$ cat src/rtl/mtg_pkg.sv
package mtg_pkg;
    typedef enum logic [1:0] {
        MTG_WAIT = 2'd0,
        MTG_FILL = 2'd1,
        MTG_READ = 2'd2
    } mtg_phase_e;
endpackage

$ cat src/rtl/mtg_startup.sv
module mtg_startup #(
    parameter int unsigned DELAY_CYCLES = 100000
) (
    input  logic clk,
    input  logic rst_n,
    output logic ready_o
);
    localparam int unsigned CW = $clog2(DELAY_CYCLES + 1);
    localparam logic [CW-1:0] LAST = CW'(DELAY_CYCLES - 1);

    typedef struct packed {
        logic [CW-1:0] cnt;
        logic          ready;
    } st_t;

    st_t st_d, st_q;

    always_comb begin
        st_d = st_q;
        if (!st_q.ready) begin
            st_d.cnt = st_q.cnt + 1'b1;
            if (st_q.cnt == LAST) st_d.ready = 1'b1;
        end
    end

    always_ff @(posedge clk or negedge rst_n) begin
        if (!rst_n) st_q <= '0;
        else        st_q <= st_d;
    end

    assign ready_o = st_q.ready;

    assert_ready_sticky_R1: assert property (@(posedge clk) disable iff (!rst_n)
        st_q.ready |=> st_q.ready);
endmodule

$ cat src/rtl/mtg_fill.sv
module mtg_fill #(
    parameter int unsigned PERIOD_W   = 6,
    parameter int unsigned DATA_W     = 16,
    parameter int unsigned PUSH_FIRST = 6,
    parameter int unsigned PUSH_COUNT = 8
) (
    input  logic              clk,
    input  logic              rst_n,
    input  logic              ready_i,
    input  logic              done_i,
    output logic              push_o,
    output logic [DATA_W-1:0] data_o,
    output logic              period_end_o
);
    localparam logic [PERIOD_W-1:0] WIN_LO  = PERIOD_W'(PUSH_FIRST);
    localparam logic [PERIOD_W-1:0] WIN_HI  = PERIOD_W'(PUSH_FIRST + PUSH_COUNT - 1);
    localparam logic [PERIOD_W-1:0] PER_END = '1;

    typedef struct packed {
        logic [PERIOD_W-1:0] tick;
        logic [DATA_W-1:0]   data;
    } st_t;

    st_t  st_d, st_q;
    logic in_window;

    always_comb begin
        in_window = (st_q.tick >= WIN_LO) && (st_q.tick <= WIN_HI);
        push_o    = ready_i && !done_i && in_window;
        st_d      = st_q;
        if (ready_i) st_d.tick = st_q.tick + 1'b1;
        if (push_o)  st_d.data = st_q.data + 1'b1;
    end

    always_ff @(posedge clk or negedge rst_n) begin
        if (!rst_n) st_q <= '0;
        else        st_q <= st_d;
    end

    assign data_o       = st_q.data;
    assign period_end_o = ready_i && (st_q.tick == PER_END);

    assert_data_step_R3: assert property (@(posedge clk) disable iff (!rst_n)
        push_o |=> data_o == $past(data_o) + 1'b1);
    assert_data_hold_R3: assert property (@(posedge clk) disable iff (!rst_n)
        !push_o |=> $stable(data_o));
    assert_no_push_early_R1: assert property (@(posedge clk) disable iff (!rst_n)
        !ready_i |-> !push_o);
endmodule

$ cat src/rtl/mtg_addr.sv
module mtg_addr #(
    parameter int unsigned ADDR_W = 22
) (
    input  logic              clk,
    input  logic              rst_n,
    input  logic              period_end_i,
    input  logic              rd_ack_i,
    output logic [ADDR_W-1:0] addr_o,
    output logic              done_o
);
    localparam logic [ADDR_W-1:0] ADDR_LAST = '1;

    typedef struct packed {
        logic [ADDR_W-1:0] addr;
        logic              done;
        logic              ack;
    } st_t;

    st_t  st_d, st_q;
    logic ack_fall;

    always_comb begin
        ack_fall = st_q.ack && !rd_ack_i;
        st_d     = st_q;
        st_d.ack = rd_ack_i;
        if (!st_q.done) begin
            if (period_end_i) begin
                if (st_q.addr == ADDR_LAST) begin
                    st_d.done = 1'b1;
                    st_d.addr = '0;
                end else begin
                    st_d.addr = st_q.addr + 1'b1;
                end
            end
        end else if (ack_fall) begin
            st_d.addr = st_q.addr + 1'b1;
        end
    end

    always_ff @(posedge clk or negedge rst_n) begin
        if (!rst_n) st_q <= '0;
        else        st_q <= st_d;
    end

    assign addr_o = st_q.addr;
    assign done_o = st_q.done;

    assert_done_sticky_R6: assert property (@(posedge clk) disable iff (!rst_n)
        done_o |=> done_o);
    assert_addr_zero_at_switch_R6: assert property (@(posedge clk) disable iff (!rst_n)
        $rose(done_o) |-> addr_o == '0);
    assert_fill_addr_hold_R4: assert property (@(posedge clk) disable iff (!rst_n)
        (!done_o && !period_end_i) |=> $stable(addr_o));
    assert_read_step_R8: assert property (@(posedge clk) disable iff (!rst_n)
        (done_o && st_q.ack && !rd_ack_i) |=> addr_o == $past(addr_o) + 1'b1);
endmodule

$ cat src/rtl/mtg_traffic_gen.sv
module mtg_traffic_gen #(
    parameter int unsigned DELAY_CYCLES = 100000,
    parameter int unsigned ADDR_W       = 22,
    parameter int unsigned DATA_W       = 16,
    parameter int unsigned LVL_W        = 9,
    parameter int unsigned BURST_LEN    = 8,
    parameter int unsigned RD_ROOM      = 256,
    parameter int unsigned PERIOD_W     = 6,
    parameter int unsigned PUSH_FIRST   = 6
) (
    input  logic              clk,
    input  logic              rst_n,
    input  logic [LVL_W-1:0]  wr_level_i,
    input  logic [LVL_W-1:0]  rd_level_i,
    input  logic              rd_ack_i,
    output logic              wr_push_o,
    output logic [DATA_W-1:0] wr_data_o,
    output logic              wr_req_o,
    output logic              rd_req_o,
    output logic [ADDR_W-1:0] addr_o,
    output logic [1:0]        phase_o
);
    import mtg_pkg::*;

    localparam logic [LVL_W-1:0] BURST_LVL = LVL_W'(BURST_LEN);
    localparam logic [LVL_W-1:0] ROOM_LVL  = LVL_W'(RD_ROOM);

    logic       ready, done, period_end;
    mtg_phase_e phase;

    mtg_startup #(.DELAY_CYCLES(DELAY_CYCLES)) startup_i (
        .clk(clk), .rst_n(rst_n), .ready_o(ready)
    );

    mtg_fill #(
        .PERIOD_W(PERIOD_W), .DATA_W(DATA_W),
        .PUSH_FIRST(PUSH_FIRST), .PUSH_COUNT(BURST_LEN)
    ) fill_i (
        .clk(clk), .rst_n(rst_n), .ready_i(ready), .done_i(done),
        .push_o(wr_push_o), .data_o(wr_data_o), .period_end_o(period_end)
    );

    mtg_addr #(.ADDR_W(ADDR_W)) addr_i (
        .clk(clk), .rst_n(rst_n), .period_end_i(period_end),
        .rd_ack_i(rd_ack_i), .addr_o(addr_o), .done_o(done)
    );

    always_comb begin
        if (done)       phase = MTG_READ;
        else if (ready) phase = MTG_FILL;
        else            phase = MTG_WAIT;
        wr_req_o = (phase == MTG_FILL) && (wr_level_i >= BURST_LVL);
        rd_req_o = (phase == MTG_READ) && (rd_level_i <= ROOM_LVL);
    end

    assign phase_o = phase;

    assert_wr_req_phase_R5: assert property (@(posedge clk) disable iff (!rst_n)
        wr_req_o |-> phase_o == MTG_FILL);
    assert_rd_req_phase_R7: assert property (@(posedge clk) disable iff (!rst_n)
        rd_req_o |-> phase_o == MTG_READ);
    assert_push_phase_R2: assert property (@(posedge clk) disable iff (!rst_n)
        wr_push_o |-> phase_o == MTG_FILL);
endmodule

$ cat config.mk
export PLATFORM = sky130hd
export DESIGN_NAME = mtg_traffic_gen
export DESIGN_NICKNAME = d
export VERILOG_FILES = /design/src/rtl/mtg_pkg.sv /design/src/rtl/mtg_startup.sv /design/src/rtl/mtg_fill.sv /design/src/rtl/mtg_addr.sv /design/src/rtl/mtg_traffic_gen.sv
export SDC_FILE = /design/constraint.sdc
export NUM_CORES = 1
export LEC_CHECK = 0
export ABC_AREA = 1
export CAP_MARGIN = 20
export CORE_UTILIZATION = 48
export CTS_CLUSTER_SIZE = 40
export DETAILED_ROUTE_END_ITERATION = 7
export PLACE_DENSITY = 0.8
export SYNTH_ARGS = -nofsm -noshare
export SYNTH_HDL_FRONTEND = slang
export SYNTH_SLANG_ARGS = --single-unit
export TNS_END_PERCENT = 100
$ cat constraint.sdc
create_clock -name clk -period 1.52 [get_ports clk]
set_input_delay 0.304 -clock clk [delete_from_list [all_inputs] [get_ports clk]]
set_output_delay 0.304 -clock clk [all_outputs]
set_load 0.1 [all_outputs]
* Yosys cells after proc, flatten, opt, wreduce, memory -nomap -nowiden *
Cells that the tools add are included.

operators by class
  add/subtract/negate cells = 4
  $lt $le $gt $ge = 4
  equal/unequal tests = 6
  mux-type cells = 10
  reductions and logical operators = 11

operator list
  operator               count
  $mux 22                3
  $mux 23                1
  $add 22x1->22 const B  1
  $eq 22x22->1 const B   1
  $add 17x1->17 const B  1
  $eq 17x17->1 const B   1
  $add 16x1->16 const B  1
  $ge 9x4->1 const B     1
  $le 9x9->1 const B     1
  $logic_and 1x1->1      7
  $add 6x1->6 const B    1
  $eq 6x6->1 const B     1
  $ge 6x3->1 const B     1
  $le 6x4->1 const B     1
  $mux 1                 5
  $eq 2x1->1 const B     1
  $eq 2x2->1 const B     1
  $logic_not 1->1        2
  $mux 2                 1
  $ne 2x2->1 const B     1
  $reduce_and 2->1       1
  $reduce_bool 2->1      1

word-level totals
  flip-flop bits (word level) = 64
  input bits = 21

* Longest topological paths before layout *
Gate-level depths: netlist (run 1).

  depth after elaboration = 4
  gate-level depth with buffers = 11
  gate-level depth less buffers = 11

* Cells and area by module *
A second synthesis (run 1) with hierarchy kept.

unflattened totals
  cell total of the unflattened synthesis = 539
  area total of the unflattened synthesis = 4113.9 µm²

modules (own cells, without submodules)
  module           times used  cells an instance  area each (µm²)  seq. area each (µm²)
  mtg_addr         1           206                1610.3           600.6
  mtg_fill         1           189                1418.9           550.5
  mtg_startup      1           124                1004.7           450.4
  mtg_traffic_gen  1           20                 80.1             0.0

* Worst setup path before layout (run 1) *
Ideal clock, no wire load.

  kind = input -> output
  start point = in rd_level_i[1]
  end point = out rd_req_o
  arrival = 2.114 ns
  data required time = 1.216 ns
  path slack = -0.898 ns
  stages = 3
  buffers on the path = 0
  cells stage by stage = nor4_1 > nand3_1 > a21oi_1

on the way
  cells in the longest elaborated chain, start to end = 2

ends and longest elaborated chain
  what               line                   text
  start, declared    mtg_traffic_gen.sv:14  input logic [LVL_W-1:0] rd_level_i,
  $le 9x9->1         mtg_traffic_gen.sv:53  rd_req_o = (phase == MTG_READ) && (rd_level_i <= ROOM_LVL);
  $logic_and 1x1->1  mtg_traffic_gen.sv:53
  end, declared      mtg_traffic_gen.sv:19  output logic rd_req_o,

No other way between the ends.

* Worst setup path after layout (run 1) *
  start point = reg fill_i.st_q[17] (netlist name)
  end point = reg addr_i.st_q, in the netlist addr_i.addr_o[19]

on the way
  cells in the longest elaborated chain, start to end = 4

ends and longest elaborated chain
  what                         line            text
  start, declared              mtg_fill.sv:24  st_t st_d, st_q;
  start signal, assigned       mtg_fill.sv:37  else st_q <= st_d;
  $eq 6x6->1                   mtg_fill.sv:41  assign period_end_o = ready_i && (st_q.tick == PER_END);
  $logic_and 1x1->1            mtg_fill.sv:41
  $reduce_bool 2->1 (no line)  -
  $reduce_and 2->1 (no line)   -
  end signal, assigned         mtg_addr.sv:42  else st_q <= st_d;
  end, declared                mtg_addr.sv:19  st_t st_d, st_q;

No other way between the ends.
A chain may end at the register's enable or synchronous reset.

==> impl_results.md, run 1 <==
* Launching point of the worst reg2reg path: fill_i.st_q[17]
* Final Critical Period at 1.97 ns
* Lkg Pwr at 3.11 nW
* Setup crit end: addr_i.addr_o[19]
* Congestion Overflow GR at 0
* Post-route worst setup slack at -0.454 ns
* Mean instance size in the synthesized netlist at 8.01 um2
* Storage cell area at 1610 um2
* Post-Route M1 WL at 4.99 mm
* Fraction of the yosys area taken by sequential cells at 43.0%
* Std-Cell Core Area at 7370 um2
* Part of the total power dissipated in the clock network at 43.5%
* Share of power burned in combinational logic at 3.0%
* CP Data Required Time at 1.80 ns
* Sequential group share of total power at 53.5%
* Avg WL per Cell at 22.0 um
* Vias/cell at 5.94
* Max Slew Vio Count at 0
* Number of buffers on the longest clock path at 2
* P_int at 2.41 mW
* Clock-pin slew of the registers on the worst-case setup and hold paths at 0.07 ns
* Final worst path period share at 130%
* Synth Net Count at 493
* Starting utilization of the core area at 50.5%
* Critical path capture point type: flip-flop
* Nature of the critical path startpoint: flip-flop
* Violation count after the first detailed-routing iteration at 351
* Class of the tightest hold or removal check: input port to flip-flop
* TNS Setup at -10.21 ns
* CTS H-tree depth at 3
* Maximum number of pins on one net before global-route repair at 26
* Ratio of cells with drive above 1 in the final layout at 43.6%
* Routed via count at 4087
* Vias in the first global route at 3980
* Warnings, synthesis at 0
* R2R Setup Slk at -0.45 ns
* NetSw at 767 uW
* Timing-limited maximum frequency at 0.507 GHz
* Total wirelength of the detailed-routed design at 15.1 mm
* Max-capacitance violation count at 0
* Kind of critical path: flip-flop to flip-flop
* Switching share of total power at 24.1%
* Clock latency on the worst-skew pair at 0.37 ns
* Width of the chip at 90.1 um
* Worst slew margin relative to its limit at 64.3%
* Worst setup path startpoint: fill_i.st_q[17]
* Clock Tree Root: clkbuf_8
* Cell count after placement at 637
* Cell Pwr Density at 524 nW/um2
* Number of ports placed on the die boundary at 64
* Worst Max-Slew Pin Slew at 0.535 ns
* Routability cong. at 0.863
* Fin. Hold Viols at 0
* Unrepaired setup endpoints after global routing: true
* TritonCTS clock tree: done
* R2R Path End: addr_i.addr_o[19]
* Final core utilization at 82.4%
* Fin Hold WS at 0.412 ns
* Netlist area before placement at 3720 um2
* TritonRoute pass-1 iters at 6
* Wire length of the first global-routing pass at 19.5 mm
* Die Footprint at 8120 um2
* Overall global routing resource usage at 30.8%
* Worst IR Drop VDD at 0.490 mV
* Antenna-violating nets left at 0
* Synthesized netlist cell count at 465
* NumNets Final at 613
* Diode insertion count for antenna repair at 0
* Signal arrival time at the worst endpoint at 2.26 ns
* Worst Skew at 0.0163 ns
* Fill cell total of the finished layout at 324
* DRC Markers at 0
* Flip-flop and latch count after synthesis at 64
* Violated checks: negative setup slack
* Met2 wire length at 7.44 mm
* Highest fanout seen on the critical path at 6
* Count of port buffers added during placement at 60
* Number of cells traversed by the worst register-to-register path at 11
* Number of sinks on the clock net at 64
* Area of the multi-input gates at 2110 um2
* Number of distinct library cells after synthesis at 27
* Synth-to-Final Area Change at 63.0%
* Post-route non-filler standard cell count at 688
* Number of buffers added by the clock tree synthesis step at 9
* Initial antenna violation count at 0
* Setup violators final at 47
* Top layer reached by signal wires: met4
* Die height at 90.1 um
* Std-Cell Rows at 31
* Dpl hpwl at 6.49 mm
* Routed wire length on met3 at 1.38 mm
* Result of the run: finished, violations left
[worst max-delay path, stage by stage (launching register included)]
cell,delay (ns)
dfrtp_2,0.45
buf_4,0.16
ha_4,0.13
nand2_2,0.09
nor2_4,0.19
nand3_4,0.16
nand2_8,0.13
buf_6,0.14
nand3_1,0.12
nand2_1,0.10
nand2_1,0.09
nor2_1,0.14
[power groups by stage]
stage | logic, mW | registers [mW] | clock network, mW
2_1_floorplan | 0.00470 | 1.74 | 0
3_3_place_gp | 0.0957 | 1.74 | 0
3_5_place_dp | 0.0974 | 1.74 | 0
4_1_cts | 0.0923 | 1.70 | 1.34
5_1_grt | 0.104 | 1.70 | 1.46
6_report | 0.0955 | 1.70 | 1.38
[stage by stage]
| step | setup slack [ns] | power, mW | area, um2 |
|---|---|---|---|
| 6_report | -0.454 | 3.18 | 6070 |
| 5_1_grt | -0.490 | 3.27 | 6070 |
| 4_1_cts | -0.357 | 3.14 | 5600 |
| 3_5_place_dp | -0.261 | 1.83 | 5060 |
| 3_3_place_gp | -0.276 | 1.83 | 5060 |
| 2_1_floorplan | -0.195 | 1.74 | 3800 |
[flip-flops by register name, summed over array words and instances (netlist names)]
signal / count
addr_i.done_o: 1
fill_i.data_o: 16
fill_i.st_q: 6
startup_i.ready_o: 1
startup_i.st_q: 17
addr_i.st_q: 1
addr_i.addr_o: 22
[cell type report]
type | instances | share of cell area [%]
clock inverter | 3 | 0.288
sequential | 64 | 26.5
tap | 99 | 2.04
multi-input combinational | 301 | 34.8
timing repair buffer | 151 | 29.5
clock buffer | 12 | 2.56
inverter | 58 | 4.24
[Yosys cell counts]
cell type    n  area (um2)
a21oi_1      5        25.0
a31oi_1      1        6.26
buf_4       40         300
buf_6        3        33.8
clkinv_2     2        10.0
dfrtp_1     64        1600
ha_1         7        87.6
inv_1       54         203
inv_2        2        7.51
nand2_1    112         420
nand2_2      3        18.8
nand2_4      1        11.3
nand3_1     31         155
nand3_2      3        30.0
nand4_1     10        62.6
nor2_1      58         218
nor2_2       3        18.8
nor2_4       1        11.3
nor3_1       9        45.0
nor3_2       2        20.0
nor4_1       1        6.26
o21ai_0      5        25.0
o21ai_1      2        10.0
o31ai_1      2        15.0
or2_2        1        6.26
xnor2_1     12         105
xor2_1      31         272
[logic make-up after synthesis]
family,after synthesis,share of synthesized area [%]
AO/OA/AOI/OAI,15,2.18
XOR/XNOR,43,10.1
adder cells (fa/ha/maj),7,2.35
buffers and inverters,101,14.9
flip-flops,64,43.0
AND/OR/NAND/NOR,235,27.5
[per-layer routing]
metal  track usage [%]  vias to the layer above
met2              54.9                      358
met4              20.7                        0
met3              7.61                      137
li1                  -                     1652
met5                 0                        -
met1              31.8                     1940
[how the worst min path moves through the flow]
stage                     cells after the start     start               end
final                                         1  rd_ack_i    addr_i.st_q[0]
after floorplan                               0     rst_n  addr_i.addr_o[0]
after detailed placement                      1     rst_n  fill_i.data_o[4]
after global placement                        1     rst_n  fill_i.data_o[4]
after global routing                          1  rd_ack_i    addr_i.st_q[0]
after CTS                                     1  rd_ack_i    addr_i.st_q[0]
[cell usage in the layout (no fill, tap or decap), types with 4 or more instances in the layout]
| cell | instances |
|---|---|
| nand3_4 | 5 |
| dfrtp_1 | 57 |
| nand2_4 | 15 |
| nand3_2 | 5 |
| dfrtp_2 | 7 |
| xor2_2 | 4 |
| nor2_1 | 40 |
| inv_1 | 48 |
| nand3_1 | 24 |
| inv_4 | 4 |
| xnor2_1 | 11 |
| nor2_2 | 11 |
| buf_4 | 71 |
| xor2_1 | 27 |
| clkbuf_8 | 11 |
| nand4_1 | 10 |
| nor2_4 | 11 |
| nand2_1 | 85 |
| o21ai_2 | 4 |
| nand2_2 | 16 |
| dlygate4sd2_1 | 8 |
| ha_4 | 5 |
| buf_6 | 16 |
| nor3_1 | 5 |
| clkdlybuf4s50_1 | 8 |
| buf_12 | 45 |
| nor3_4 | 5 |
[repair_timing]
action	in CTS	in global routing
buffers inserted	19	21
gates cloned	2	0
endpoints found under the hold margin	17	0
hold buffers	1	0
setup endpoints to repair	27	51
pin swaps	29	34
resized for setup	70	89
No activity file was read; power rests on OpenSTA's default activity.
==> run 2: changes to the inputs <==
--- a/config.mk
+++ b/config.mk
@@ -11,6 +11,7 @@
 export CTS_CLUSTER_SIZE = 40
 export DETAILED_ROUTE_END_ITERATION = 7
 export PLACE_DENSITY = 0.8
+export SKIP_CTS_REPAIR_TIMING = 1
 export SYNTH_ARGS = -nofsm -noshare
 export SYNTH_HDL_FRONTEND = slang
 export SYNTH_SLANG_ARGS = --single-unit
==> impl_results.md, run 2 (same netlist as run 1, synthesis figures left out) <==
* Avg WL per Cell at 19.0 um (-14%)
* DRC Markers at 0 (unchanged)
* Antenna-violating nets left at 0 (unchanged)
* Series of cell instances along the critical path: inv_2 > ha_2 > nor2_2 > nand3_2 > nand3_4 > clkinv_4 > buf_12
* Vias/cell at 5.63 (-5.3%)
* Synth-to-Final Area Change at 58.7%
* Worst setup path startpoint: fill_i.st_q[17]
* Slowest cell delay on critical path at 0.40 ns (-0.05 ns)
* Critical path capture point type: primary output
* R2R Path End: addr_i.addr_o[11]
* Min-Delay Startpoint: rd_ack_i
* Signal arrival time at the worst endpoint at 1.61 ns (-0.65 ns)
* R2R Setup Slk at -0.31 ns (+0.14 ns)
* Std-Cell Rows at 31 (unchanged)
* Violation count after the first detailed-routing iteration at 241 (-31%)
* Vias in the first global route at 3379 (-15%)
* Routed via count at 3821 (-6.5%)
* Total wirelength of the detailed-routed design at 12.9 mm (-15%)
* Diode insertion count for antenna repair at 0 (unchanged)
* Congestion Overflow GR at 0 (unchanged)
* Initial antenna violation count at 0 (unchanged)
* Timing-limited maximum frequency at 0.521 GHz (+2.9%)
* TritonRoute pass-1 iters at 5 (-1)
* Lkg Pwr at 3.01 nW (-3.4%)
* Number of cells traversed by the worst register-to-register path at 10 (-1)
* Switching share of total power at 24.3% (+0.15 points)
* Worst Max-Slew Pin Slew at 0.525 ns (-0.0104 ns)
* CP Data Required Time at 1.22 ns (-0.58 ns)
* Number of buffers added by the clock tree synthesis step at 9 (unchanged)
* TNS Setup at -4.63 ns (+5.57 ns)
* Maximum number of pins on one net before global-route repair at 26 (unchanged)
* Worst IR Drop VDD at 0.478 mV (-2.5%)
* Min-Delay Path Depth at 1 (unchanged)
* Worst slew margin relative to its limit at 65.0% (+0.69 points)
* Worst Skew at 0.0205 ns (+0.00418 ns)
* Kind of critical path: flip-flop to primary output
* Commonest cells after routing, fill and taps aside: nand2_1, buf_4, dfrtp_1
* Storage cell area at 1610 um2 (about the same)
* Overall global routing resource usage at 23.6% (-7.2 points)
* Clock Tree Root: clkbuf_8
* Number of sinks on the clock net at 64 (unchanged)
* Final Critical Period at 1.92 ns (-0.0559 ns)
* Violated checks: negative setup slack
* Nature of the critical path startpoint: flip-flop
* Part of the total power dissipated in the clock network at 43.5% (about the same)
* CTS H-tree depth at 3 (unchanged)
* Area of the multi-input gates at 2000 um2 (-5.4%)
* Sequential group share of total power at 53.4% (about the same)
* Ratio of cells with drive above 1 in the final layout at 42.2% (-1.4 points)
* TritonCTS clock tree: done
* Clock-pin slew of the registers on the worst-case setup and hold paths at 0.08 ns (about the same)
* Count of port buffers added during placement at 60 (unchanged)
* Max reg flops at 22 (unchanged)
* Class of the tightest hold or removal check: input port to flip-flop
* Hold worst-path end: addr_i.st_q[0]
* Starting utilization of the core area at 50.5% (unchanged)
* Number of ports placed on the die boundary at 64 (unchanged)
* Library cell contributing the largest single delay on the critical path: dfrtp_2
* Fill cell total of the finished layout at 365 (+13%)
* Fin. Hold Viols at 0 (unchanged)
* Post-route worst setup slack at -0.398 ns (+0.0559 ns)
* Max Slew Vio Count at 0 (unchanged)
* NetSw at 774 uW (+0.89%)
* Std-Cell Core Area at 7370 um2 (unchanged)
* Dpl hpwl at 6.49 mm (unchanged)
* Die Footprint at 8120 um2 (unchanged)
* Unrepaired setup endpoints after global routing: true
* Number of buffers on the longest clock path at 2 (unchanged)
* Routability cong. at 0.863 (unchanged)
* Final worst path period share at 126% (-3.7 points)
* Cell Pwr Density at 540 nW/um2 (+3.0%)
* P_int at 2.42 mW (about the same)
* Wire length of the first global-routing pass at 15.3 mm (-22%)
* Clock latency on the worst-skew pair at 0.36 ns (about the same)
* Highest fanout seen on the critical path at 4 (-2)
* Launching point of the worst reg2reg path: fill_i.st_q[16]
* Share of power burned in combinational logic at 3.1% (about the same)
* Width of the chip at 90.1 um (unchanged)
* NumNets Final at 604 (-1.5%)
* Leading cell type in the layout, fill and taps excluded: nand2_1
* Max-capacitance violation count at 0 (unchanged)
* Result of the run: finished, violations left
* Setup violators final at 41 (-13%)
* Die height at 90.1 um (unchanged)
* Worst-case setup slack after placement at -0.261 ns (unchanged)
run 2: cell types whose count changed in the layout (fill, tap and decap cells not counted), sizes merged:
cell and delta:
buf -9, dlygate4sd2 -8, dlymetal6s2s +10, clkdlybuf4s50 -4, clkbuf +2
run 2: worst max path at each step:
stage | end | slack [ns] | cells after the start
2_1_floorplan | wr_req_o | -0.19 | 5
3_5_place_dp | rd_req_o | -0.26 | 5
5_1_grt | wr_push_o | -0.45 | 7
4_1_cts | wr_push_o | -0.39 | 7
6_report | wr_push_o | -0.40 | 7
3_3_place_gp | rd_req_o | -0.28 | 5
run 2: worst max-delay path, delay by kind of cell (launching register included):
family                     cells  cell delay (ns)
DFF                            1             0.40
buffers and inverters          3             0.32
adders and majority gates      1             0.20
and+or+nand+nor                3             0.34
run 2: per-stage QoR:
| stage | power [mW] | cells | area, um2 | hold WS, ns | utilization (%) |
|---|---|---|---|---|---|
| after floorplan | 1.74 | 465 | 3800 | 0.00841 | - |
| after global placement | 1.83 | 637 | 5060 | 0.291 | 68.6 |
| after detailed placement | 1.83 | 637 | 5060 | 0.296 | 68.6 |
| after CTS | 3.14 | 652 | 5230 | -0.0796 | 71.0 |
| after global routing | 3.27 | 679 | 5910 | 0.441 | 80.2 |
| final | 3.19 | 679 | 5910 | 0.414 | 80.2 |
run 2: power groups by stage:
stage / logic (mW) / registers [mW] / clock network [mW]
final: 0.0975 / 1.70 / 1.39
after detailed placement: 0.0974 / 1.74 / 0
after global routing: 0.108 / 1.70 / 1.46
after global placement: 0.0957 / 1.74 / 0
after floorplan: 0.00470 / 1.74 / 0
after CTS: 0.0976 / 1.70 / 1.34
run 2: area by class of cell:
class | instances | area share (%)
clock buffers | 12 | 2.62
clock inverters | 3 | 0.296
inverters | 58 | 4.19
multi-input cells | 301 | 33.8
flip-flops and latches | 64 | 27.2
well taps | 99 | 2.10
repair buffers | 142 | 29.8
run 2: per-layer routing:
metal	GRT usage, %	vias up	share of wire (%)
li1	-	1628	-
met2	41.9	228	52
met1	27.0	1882	35
met5	0	-	0
met3	4.40	83	6.8
met4	12.5	0	5.3
==> run 3: changes to the inputs <==
--- a/config.mk
+++ b/config.mk
@@ -7,11 +7,10 @@
 export LEC_CHECK = 0
 export ABC_AREA = 1
 export CAP_MARGIN = 20
-export CORE_UTILIZATION = 48
+export CORE_UTILIZATION = 58
 export CTS_CLUSTER_SIZE = 40
 export DETAILED_ROUTE_END_ITERATION = 7
-export PLACE_DENSITY = 0.8
-export SKIP_CTS_REPAIR_TIMING = 1
+export PLACE_DENSITY = 0.9
 export SYNTH_ARGS = -nofsm -noshare
 export SYNTH_HDL_FRONTEND = slang
 export SYNTH_SLANG_ARGS = --single-unit
==> constraint.sdc (replaced) <==
create_clock -name clk -period 2.3 [get_ports clk]
set_input_delay 0.46 -clock clk [delete_from_list [all_inputs] [get_ports clk]]
set_output_delay 0.46 -clock clk [all_outputs]
set_load 0.005 [all_outputs]
==> impl_results.md, run 3 (same netlist as run 1, synthesis figures left out) <==
* Final core utilization at 71.1% (-9.1 points)
* Storage cell area at 1600 um2 (-0.47%)
* P_int at 1.56 mW (-35%)
* Vias/cell at 5.20 (-7.6%)
* Most frequent cell on the critical path: clkdlybuf4s50_1
* Highest fanout seen on the critical path at 1 (-3)
* Routability cong. at 0.873 (+1.1%)
* Worst Skew at 0.00842 ns (-0.0121 ns)
* Max Slew Vio Count at 0 (unchanged)
* Diode insertion count for antenna repair at 0 (unchanged)
* Library cell contributing the largest single delay on the critical path: clkdlybuf4s50_1
* NetSw at 432 uW (-44%)
* Violation count after the first detailed-routing iteration at 171 (-29%)
* Overall global routing resource usage at 25.3% (+1.7 points)
* Final Critical Period at 2.19 ns
* Share of power burned in combinational logic at 2.8% (-0.3 points)
* Slowest cell delay on critical path at 0.45 ns (+0.05 ns)
* NumNets Final at 530 (-12%)
* Width of the chip at 82.1 um (-8.8%)
* Leading cell type in the layout, fill and taps excluded: nand2_1
* Die Footprint at 6750 um2 (-17%)
* Dpl hpwl at 5.63 mm (-13%)
* Number of buffers added by the clock tree synthesis step at 9 (unchanged)
* TNS Setup at 0 ns (+4.63 ns)
* Starting utilization of the core area at 61.5% (+11 points)
* Std-Cell Core Area at 6060 um2 (-18%)
* Setup violators final at 0 (-100%)
* Routed via count at 3016 (-21%)
* Number of ports placed on the die boundary at 64 (unchanged)
* Number of buffers on the longest clock path at 2 (unchanged)
* Kind of critical path: input port to primary output
* Part of the total power dissipated in the clock network at 40.7% (-2.8 points)
* Fin. Hold Viols at 0 (unchanged)
* TritonRoute pass-1 iters at 4 (-1)
* Total wirelength of the detailed-routed design at 7.63 mm (-41%)
* Signal arrival time at the worst endpoint at 1.73 ns (+0.12 ns)
* Area of the multi-input gates at 1570 um2 (-21%)
* Timing-limited maximum frequency at 0.457 GHz
* Std-Cell Rows at 28 (-9.7%)
* Critical path capture point type: primary output
* Avg WL per Cell at 13.2 um (-31%)
* Clock latency on the worst-skew pair at 0.33 ns (-0.03 ns)
* Count of hold buffers inserted by post-cts repair at 0
* Result of the run: finished, final reports clean
* Worst Max-Slew Pin Slew at 0.521 ns (-0.00399 ns)
* Fin Hold WS at 0.0967 ns (-0.317 ns)
* Final worst path period share at 95.2%
* Maximum number of pins on one net before global-route repair at 26 (unchanged)
* CP top delay family: buffers and inverters
* Synth-to-Final Area Change at 15.7%
* Vias in the first global route at 3031 (-10%)
* Fill cell total of the finished layout at 434 (+19%)
* Series of cell instances along the critical path: clkdlybuf4s50_1 > nor2_1 > nand2_1 > o31ai_2 > inv_1 > clkdlybuf4s50_1
* Worst IR Drop VDD at 0.322 mV (-33%)
* Initial antenna violation count at 0 (unchanged)
* Class of the tightest hold or removal check: input port to async pin
* Die height at 82.1 um (-8.8%)
* Commonest cells after routing, fill and taps aside: nand2_1, dfrtp_1, nor2_1
* Worst slew margin relative to its limit at 65.3% (+0.27 points)
* Clock Tree Root: clkbuf_8
* Buffers and inverters on the worst path at 3 (unchanged)
* Max-capacitance violation count at 0 (unchanged)
* Congestion Overflow GR at 0 (unchanged)
* Clock-pin slew of the registers on the worst-case setup and hold paths at 0.06 ns (-0.02 ns)
* Cell Pwr Density at 463 nW/um2 (-14%)
* Count of port buffers added during placement at 60 (unchanged)
* CP Data Required Time at 1.84 ns (+0.62 ns)
* Max reg flops at 22 (unchanged)
* Sequential group share of total power at 56.5% (+3.1 points)
* Wire length of the first global-routing pass at 12.8 mm (-16%)
* CTS H-tree depth at 3 (unchanged)
* TritonCTS clock tree: done
* Lkg Pwr at 2.17 nW (-28%)
* DRC Markers at 0 (unchanged)
* Ratio of cells with drive above 1 in the final layout at 7.92% (-34 points)
* Number of sinks on the clock net at 64 (unchanged)
* Antenna-violating nets left at 0 (unchanged)
* Unrepaired setup endpoints after global routing: false
* Nature of the critical path startpoint: input port
* Switching share of total power at 21.6% (-2.6 points)
[run 3: cell count changes in the layout (fill, tap and decap cells not counted), moves of 10 or more]
cell,before,now
buf_4,62,9
clkdlybuf4s50_1,4,57
buf_12,46,0
nand2_1,90,112
buf_6,15,0
nor2_1,43,58
nand3_1,19,31
inv_1,43,54
nand2_2,14,3
nand2_4,11,1
nor2_4,11,1
[run 3: layout make-up]
class / count / share of cell area [%]
Clock inverter: 1 / 0.116
Inverter: 58 / 5.11
Tap cell: 75 / 2.18
Sequential cell: 64 / 37.2
Clock buffer: 13 / 3.46
Multi-Input combinational cell: 300 / 36.5
Timing Repair Buffer: 69 / 15.4
[run 3: final timing paths]
check | start | slack (ns) | cells after the start | to
min in group clk | addr_i.addr_o[10] | 0.50 | 1 | addr_i.addr_o[10]
hold / removal | rst_n | 0.1 | 1 | fill_i.data_o[14]
setup / recovery | wr_level_i[7] | 0.11 | 6 | wr_req_o
hold reg to reg | addr_i.addr_o[10] | 0.50 | 1 | addr_i.addr_o[10]
max in group asynchronous | rst_n | 1.51 | 2 | startup_i.st_q[7]
setup reg to reg | fill_i.st_q[16] | 0.46 | 12 | addr_i.addr_o[18]
[run 3: timing repair]
item	in CTS	in global routing
setup endpoints to repair	2	2
resized for setup	1	2
pin swaps	0	0
hold endpoints to repair	0	0
setup buffers	3	1
[run 3: metal layers]
metal	GRT usage, %	wire (um)	share of wire, %	vias up
li1	-	-	-	1472
met1	30.1	3180	42	1424
met2	42.6	3950	52	108
met3	4.73	386	5.1	12
met4	15.1	116	1.5	0
met5	0	0	0	-
[run 3: worst register-to-register path: stages (launching register included)]
cell and delay [ns]:
dfrtp_1 0.35, buf_4 0.12, buf_4 0.10, ha_1 0.16
nand2_2 0.08, nor2_4 0.12, nand3_2 0.11, nand2_4 0.22
nand2_1 0.14, nor2_1 0.14, nand3_1 0.08, nand2_1 0.08
inv_1 0.04
[run 3: per-stage QoR]
| step | power [mW] | setup WS, ns | std cells | cell area, um2 |
|---|---|---|---|---|
| 5_1_grt | 2.05 | 0.0307 | 580 | 4310 |
| 2_1_floorplan | 1.15 | 0.577 | 465 | 3720 |
| 3_3_place_gp | 1.20 | -0.0214 | 562 | 4120 |
| 3_5_place_dp | 1.20 | -0.0555 | 562 | 4120 |
| 6_report | 1.99 | 0.110 | 580 | 4310 |
| 4_1_cts | 1.99 | 0.00553 | 579 | 4290 |
[run 3: power groups by stage]
stage                     Sequential (mW)  Combinational [mW]  Clock [mW]
final                                1.13              0.0555       0.812
after global routing                 1.13              0.0633       0.863
after CTS                            1.13              0.0568       0.811
after detailed placement             1.15              0.0566           0
after global placement               1.15              0.0551           0
after floorplan                      1.15             0.00283           0
